<file path="src/rtl/ovsrx_pkg.sv">
package ovsrx_pkg;
   typedef enum logic [2:0] {
      ST_IDLE,
      ST_START,
      ST_DATA,
      ST_STOP,
      ST_HOLD
   } rx_state_e;
endpackage

</file>
<file path="src/rtl/ovsrx_sync.sv">
module ovsrx_sync #(
   parameter int   STAGES  = 2,
   parameter logic RST_VAL = 1'b1
) (
   input  logic clk_i,
   input  logic rst_ni,
   input  logic d_i,
   output logic q_o
);
   generate
      if (STAGES < 2) begin : g_bad_stages
         $error("ovsrx_sync: STAGES must be at least 2");
      end
   endgenerate

   logic [STAGES-1:0] chain_q;

   always_ff @(posedge clk_i or negedge rst_ni) begin
      if (!rst_ni) chain_q <= {STAGES{RST_VAL}};
      else         chain_q <= {chain_q[STAGES-2:0], d_i};
   end

   assign q_o = chain_q[STAGES-1];
endmodule

</file>
<file path="src/rtl/ovsrx_vote.sv">
module ovsrx_vote #(
   parameter int OVS  = 8,
   parameter bit MAJ3 = 1'b1
) (
   input  logic                   clk_i,
   input  logic                   rst_ni,
   input  logic                   tick_i,
   input  logic [$clog2(OVS)-1:0] phase_i,
   input  logic                   line_i,
   output logic                   decide_o,
   output logic                   bit_o
);
   localparam int PW  = $clog2(OVS);
   localparam int MID = OVS / 2;

   generate
      if (MAJ3) begin : g_maj3
         localparam logic [PW-1:0] PH_FIRST = PW'(MID - 1);
         localparam logic [PW-1:0] PH_MID   = PW'(MID);
         localparam logic [PW-1:0] PH_LAST  = PW'(MID + 1);
         logic [1:0] ones_q;
         logic [1:0] sum;

         always_ff @(posedge clk_i or negedge rst_ni) begin
            if (!rst_ni) begin
               ones_q <= 2'd0;
            end else if (tick_i) begin
               if (phase_i == PH_FIRST)    ones_q <= {1'b0, line_i};
               else if (phase_i == PH_MID) ones_q <= ones_q + {1'b0, line_i};
            end
         end

         assign sum      = ones_q + {1'b0, line_i};
         assign bit_o    = sum[1];
         assign decide_o = tick_i && (phase_i == PH_LAST);
      end else begin : g_single
         localparam logic [PW-1:0] PH_MID = PW'(MID);
         assign bit_o    = line_i;
         assign decide_o = tick_i && (phase_i == PH_MID);
      end
   endgenerate
endmodule

</file>
<file path="src/rtl/ovs_uart_rx.sv">
module ovs_uart_rx
   import ovsrx_pkg::*;
#(
   parameter int DATA_BITS   = 8,
   parameter int OVS         = 8,
   parameter int SYNC_STAGES = 2,
   parameter bit MAJ3        = 1'b1
) (
   input  logic                 clk_i,
   input  logic                 rst_ni,
   input  logic                 rx_i,
   input  logic                 tick_i,
   output logic [DATA_BITS-1:0] data_o,
   output logic                 valid_o,
   output logic                 frame_err_o,
   output logic                 break_o
);
   localparam int PW = $clog2(OVS);
   localparam int BW = $clog2(DATA_BITS);
   localparam logic [BW-1:0] LAST_BIT = BW'(DATA_BITS - 1);

   generate
      if (OVS < 4 || (OVS & (OVS - 1)) != 0) begin : g_bad_ovs
         $error("ovs_uart_rx: OVS must be a power of two, at least 4");
      end
      if (DATA_BITS < 2) begin : g_bad_width
         $error("ovs_uart_rx: DATA_BITS must be at least 2");
      end
   endgenerate

   logic                 rxs;
   logic                 prev_q;
   rx_state_e            st_q;
   logic [PW-1:0]        phase_q;
   logic [BW-1:0]        bit_q;
   logic [DATA_BITS-1:0] shift_q;
   logic [DATA_BITS-1:0] data_q;
   logic                 valid_q, ferr_q, brk_q;
   logic                 decide, vbit, edge_seen;

   ovsrx_sync #(.STAGES(SYNC_STAGES), .RST_VAL(1'b1)) u_sync (
      .clk_i (clk_i),
      .rst_ni(rst_ni),
      .d_i   (rx_i),
      .q_o   (rxs)
   );

   ovsrx_vote #(.OVS(OVS), .MAJ3(MAJ3)) u_vote (
      .clk_i   (clk_i),
      .rst_ni  (rst_ni),
      .tick_i  (tick_i),
      .phase_i (phase_q),
      .line_i  (rxs),
      .decide_o(decide),
      .bit_o   (vbit)
   );

   assign edge_seen = tick_i && prev_q && !rxs;

   always_ff @(posedge clk_i or negedge rst_ni) begin
      if (!rst_ni) begin
         st_q    <= ST_IDLE;
         prev_q  <= 1'b1;
         phase_q <= '0;
         bit_q   <= '0;
         shift_q <= '0;
         data_q  <= '0;
         valid_q <= 1'b0;
         ferr_q  <= 1'b0;
         brk_q   <= 1'b0;
      end else begin
         valid_q <= 1'b0;
         ferr_q  <= 1'b0;
         brk_q   <= 1'b0;
         if (tick_i) prev_q <= rxs;
         unique case (st_q)
            ST_IDLE: begin
               phase_q <= '0;
               if (edge_seen) begin
                  st_q    <= ST_START;
                  phase_q <= PW'(1);
               end
            end
            ST_START: begin
               if (tick_i) phase_q <= phase_q + PW'(1);
               if (decide) begin
                  if (vbit) begin
                     st_q    <= ST_IDLE;
                     phase_q <= '0;
                  end else begin
                     st_q  <= ST_DATA;
                     bit_q <= '0;
                  end
               end
            end
            ST_DATA: begin
               if (tick_i) phase_q <= phase_q + PW'(1);
               if (decide) begin
                  shift_q <= {vbit, shift_q[DATA_BITS-1:1]};
                  if (bit_q == LAST_BIT) st_q  <= ST_STOP;
                  else                   bit_q <= bit_q + BW'(1);
               end
            end
            ST_STOP: begin
               if (tick_i) phase_q <= phase_q + PW'(1);
               if (decide) begin
                  phase_q <= '0;
                  if (vbit) begin
                     valid_q <= 1'b1;
                     data_q  <= shift_q;
                     st_q    <= ST_IDLE;
                  end else begin
                     if (shift_q == '0) brk_q  <= 1'b1;
                     else               ferr_q <= 1'b1;
                     st_q <= ST_HOLD;
                  end
               end
            end
            ST_HOLD: begin
               phase_q <= '0;
               if (rxs) st_q <= ST_IDLE;
            end
            default: st_q <= ST_IDLE;
         endcase
      end
   end

   assign data_o      = data_q;
   assign valid_o     = valid_q;
   assign frame_err_o = ferr_q;
   assign break_o     = brk_q;
endmodule

</file>
<file path="config.mk">
export PLATFORM = sky130hd
export DESIGN_NAME = ovs_uart_rx
export DESIGN_NICKNAME = d
export VERILOG_FILES = /design/src/rtl/ovsrx_pkg.sv /design/src/rtl/ovsrx_sync.sv /design/src/rtl/ovsrx_vote.sv /design/src/rtl/ovs_uart_rx.sv
export SDC_FILE = /design/constraint.sdc
export NUM_CORES = 1
export LEC_CHECK = 0
export CAP_MARGIN = 20
export CORE_MARGIN = 10
export CORE_UTILIZATION = 42
export DETAILED_ROUTE_END_ITERATION = 12
export PLACE_DENSITY_LB_ADDON = 0.05
export SYNTH_ARGS = -nofsm -noshare
export SYNTH_HDL_FRONTEND = slang
export SYNTH_SLANG_ARGS = --single-unit
</file>
<file path="constraint.sdc">
create_clock -name clk_i -period 2.3 [get_ports clk_i]
set_clock_uncertainty 0.2 [all_clocks]
set_input_delay 0.23 -clock clk_i [delete_from_list [all_inputs] [get_ports clk_i]]
set_output_delay 0.23 -clock clk_i [all_outputs]
set_load 0.005 [all_outputs]
</file>
==> flow_summary.ini <==
[layout]
final_cell_mix = dfrtp_1, mux2_2, clkdlybuf4s50_1, nor2_1, nand2_1
drive_gt1_share_pct = 22.92
regArea_sq_um = 829.5
multi_input_area_sq_um = 644.4
area_delta_synth_final_pct = 20.20
diodes = 0
final_common_cell = dfrtp_1
num-fill-cells = 303
nets = 154

[synthesis]
ys_ff_latch = 33
synth_nets = 131
postSynthAreaPerCell_sq_um = 12.44
synthDistinctLibCells = 30
yosys_warnings = 0
syn_inst = 120
seq_area_frac_synth_pct = 55.57
synth_area_sq_mm = 0.001493

[grt]
grt_start_max_net_pins = 34
grt_pass1_vias = 1004
top_usage_layer = met2
use_met1_pct = 10.16
met3_usage_pct = 4.054
grt-ovfl-total = 0
grt_use_met2_pct = 13.51
grt_pass1_wl_mm = 4.429
antenna_found_initial = 0
gr-usage-all-layers_pct = 9.074

[pwr]
switchingPower_uw = 443.0
pwr-share-comb_pct = 21.0
power_density_mw_per_mm2 = 825.4
p_seq_share_pct = 49.1
finalPower_uw = 1481
pwr-share-clk_pct = 29.9
power_leakage_uw = 0.0008795
swShare_pct = 29.91
vdd_drop_max_mv = 0.4216
power.internal_uw = 1038

[floorplanning]
core_sq_mm = 0.003390
num_rows = 21
ios = 15
die_width_um = 79.62
initial_utilization_pct = 44.04
dieArea_sq_mm = 0.006339
fp.dieH_um = 79.62

[critical_path]
cp_max_fo = 9
arrival_ns = 2.04
critPathKind = reg2reg
required_ns = 2.32
cp-end-kind = register
cp-start-kind = register

[clock_network]
post_cts_resized = 0
clk_pin_slew_ns = 0.10
post_cts_buffers = 0
cts_num_sinks = 33
insertion_delay_ns = 0.33
h-tree-depth = 2
cts_root_buffer = clkbuf_4
cts_hold_buf = 0
cts.path.max_buffers = 2
cts_tree = built
cts-buffers-inserted = 5

[detailed_routing]
drcViolationCount = 0
ant_nets = 0
wl_per_cell_um = 13.04
routed_wl_mm = 2.477
vias = 973
first_pass_iters = 4
drt_iter0_drc = 41
avgViaCountPerCell = 5.121

[run_status]
status = complete, no violations

[sta]
min_period_ns = 2.021
drv_slew = 0
worstMarginPinSlew_ns = 0.4440
slew_headroom_pct = 70.13
max_freq_mhz = 494.7
setup_viol = 0
fin_crit_sh_pct = 87.89
setup_tns_ns = 0
hold_viol_final = 0
rsz0062_at_grt = false

[placed_design]
place_congestion = 0.7867
hpwl_mm = 1.803
io_buffer_count = 14

[run]
max_cap_viol_count = 0

[worst_hold_path]
hold_path.class = in2async
## power by group through the flow
stage	sequential [uW]	combinational [uW]	clock [uW]
detailed placement	738	315	0
global placement	737	309	0
finish	727	312	443
floorplan	704	263	0
CTS	726	317	466
global route	743	364	486
## final timing paths
kind / endpoint / slack (ns) / startpoint / cells after the start
max in group asynchronous: prev_q / 1.48 / rst_ni / 2
setup reg to reg: data_o[5] / 0.28 / u_sync.chain_q[1] / 5
min in group clk_i: u_sync.chain_q[0] / 0.10 / rx_i / 1
setup / recovery: data_o[5] / 0.28 / u_sync.chain_q[1] / 5
hold reg to reg: u_sync.chain_q[1] / 0.16 / u_sync.chain_q[0] / 0
hold / removal: bit_q[0] / 0.08 / rst_ni / 2
## stage by stage
step	area (sq um)	util, %	cells	hold WS [ns]	worst slack [ns]
floorplan	1493	-	120	-0.2656	0.3757
global placement	1709	50.42	182	0.1482	0.2896
detailed placement	1709	50.42	182	0.1468	0.2616
CTS	1794	52.93	190	0.07089	0.2588
global route	1794	52.93	190	0.07409	0.1179
finish	1794	52.93	190	0.08149	0.2785
## cell families after synthesis
| group | synth area share [%] |
|---|---|
| AO/OA/AOI/OAI | 6.790 |
| XOR/XNOR | 1.174 |
| adder cells (fa/ha/maj) | 5.867 |
| buffers and inverters | 1.257 |
| flip-flops | 55.57 |
| multiplexers | 14.17 |
| AND/OR/NAND/NOR | 15.17 |
## flip-flops by register name, indices dropped and copies added (netlist names)
| register | flops |
|---|---|
| bit_q | 3 |
| break_o | 1 |
| data_o | 8 |
| frame_err_o | 1 |
| phase_q | 3 |
| prev_q | 1 |
| shift_q | 8 |
| st_q | 3 |
| u_sync.chain_q | 2 |
| u_vote.g_maj3.ones_q | 2 |
| valid_o | 1 |
## area by class of cell
type,count,area share (%)
Sequential cell,33,46.23
Multi-Input combinational cell,82,35.91
Timing Repair Buffer,17,9.066
Tap cell,46,3.208
Clock buffer,7,3.068
Clock inverter,1,1.674
Inverter,4,0.8368
## Yosys cell counts
cell type | instances | area (sq um)
or3_1 | 1 | 6.260
nand2b_1 | 1 | 6.260
xnor2_1 | 1 | 8.760
and4b_1 | 2 | 20.02
mux2_2 | 17 | 191.4
ha_1 | 7 | 87.58
and4_1 | 1 | 8.760
and3_1 | 1 | 6.260
nor3b_1 | 1 | 7.510
dfstp_2 | 3 | 78.83
nor4bb_1 | 1 | 10.01
nor4_1 | 2 | 12.51
nor3_4 | 1 | 16.27
dfrtp_1 | 30 | 750.7
inv_1 | 4 | 15.01
a311oi_1 | 1 | 8.760
nor2_1 | 10 | 37.54
a22o_1 | 2 | 17.52
o211a_1 | 1 | 10.01
clkbuf_1 | 1 | 3.750
o21ai_0 | 8 | 40.04
nand3b_1 | 2 | 15.01
nand4b_4 | 1 | 23.77
nor2b_1 | 1 | 6.260
mux2i_1 | 2 | 20.02
nor2_2 | 1 | 6.260
nor3_1 | 2 | 10.01
nand2_1 | 9 | 33.78
a21oi_1 | 5 | 25.02
xor2_1 | 1 | 8.760
## worst max-delay path, cell delays in order, from the launching register on
cell and delay (ns):
dfstp_2 0.60, ha_1 0.25, xnor2_1 0.15, nor3_4 0.17
buf_4 0.20, mux2_2 0.35
## metal layers
layer | up-vias | part of all wire [%]
met3 | 7 | 7.7
met1 | 461 | 46
met2 | 31 | 44
met5 | - | 0
met4 | 0 | 2.1
li1 | 474 | -
Power figures use the tool's default switching activity.
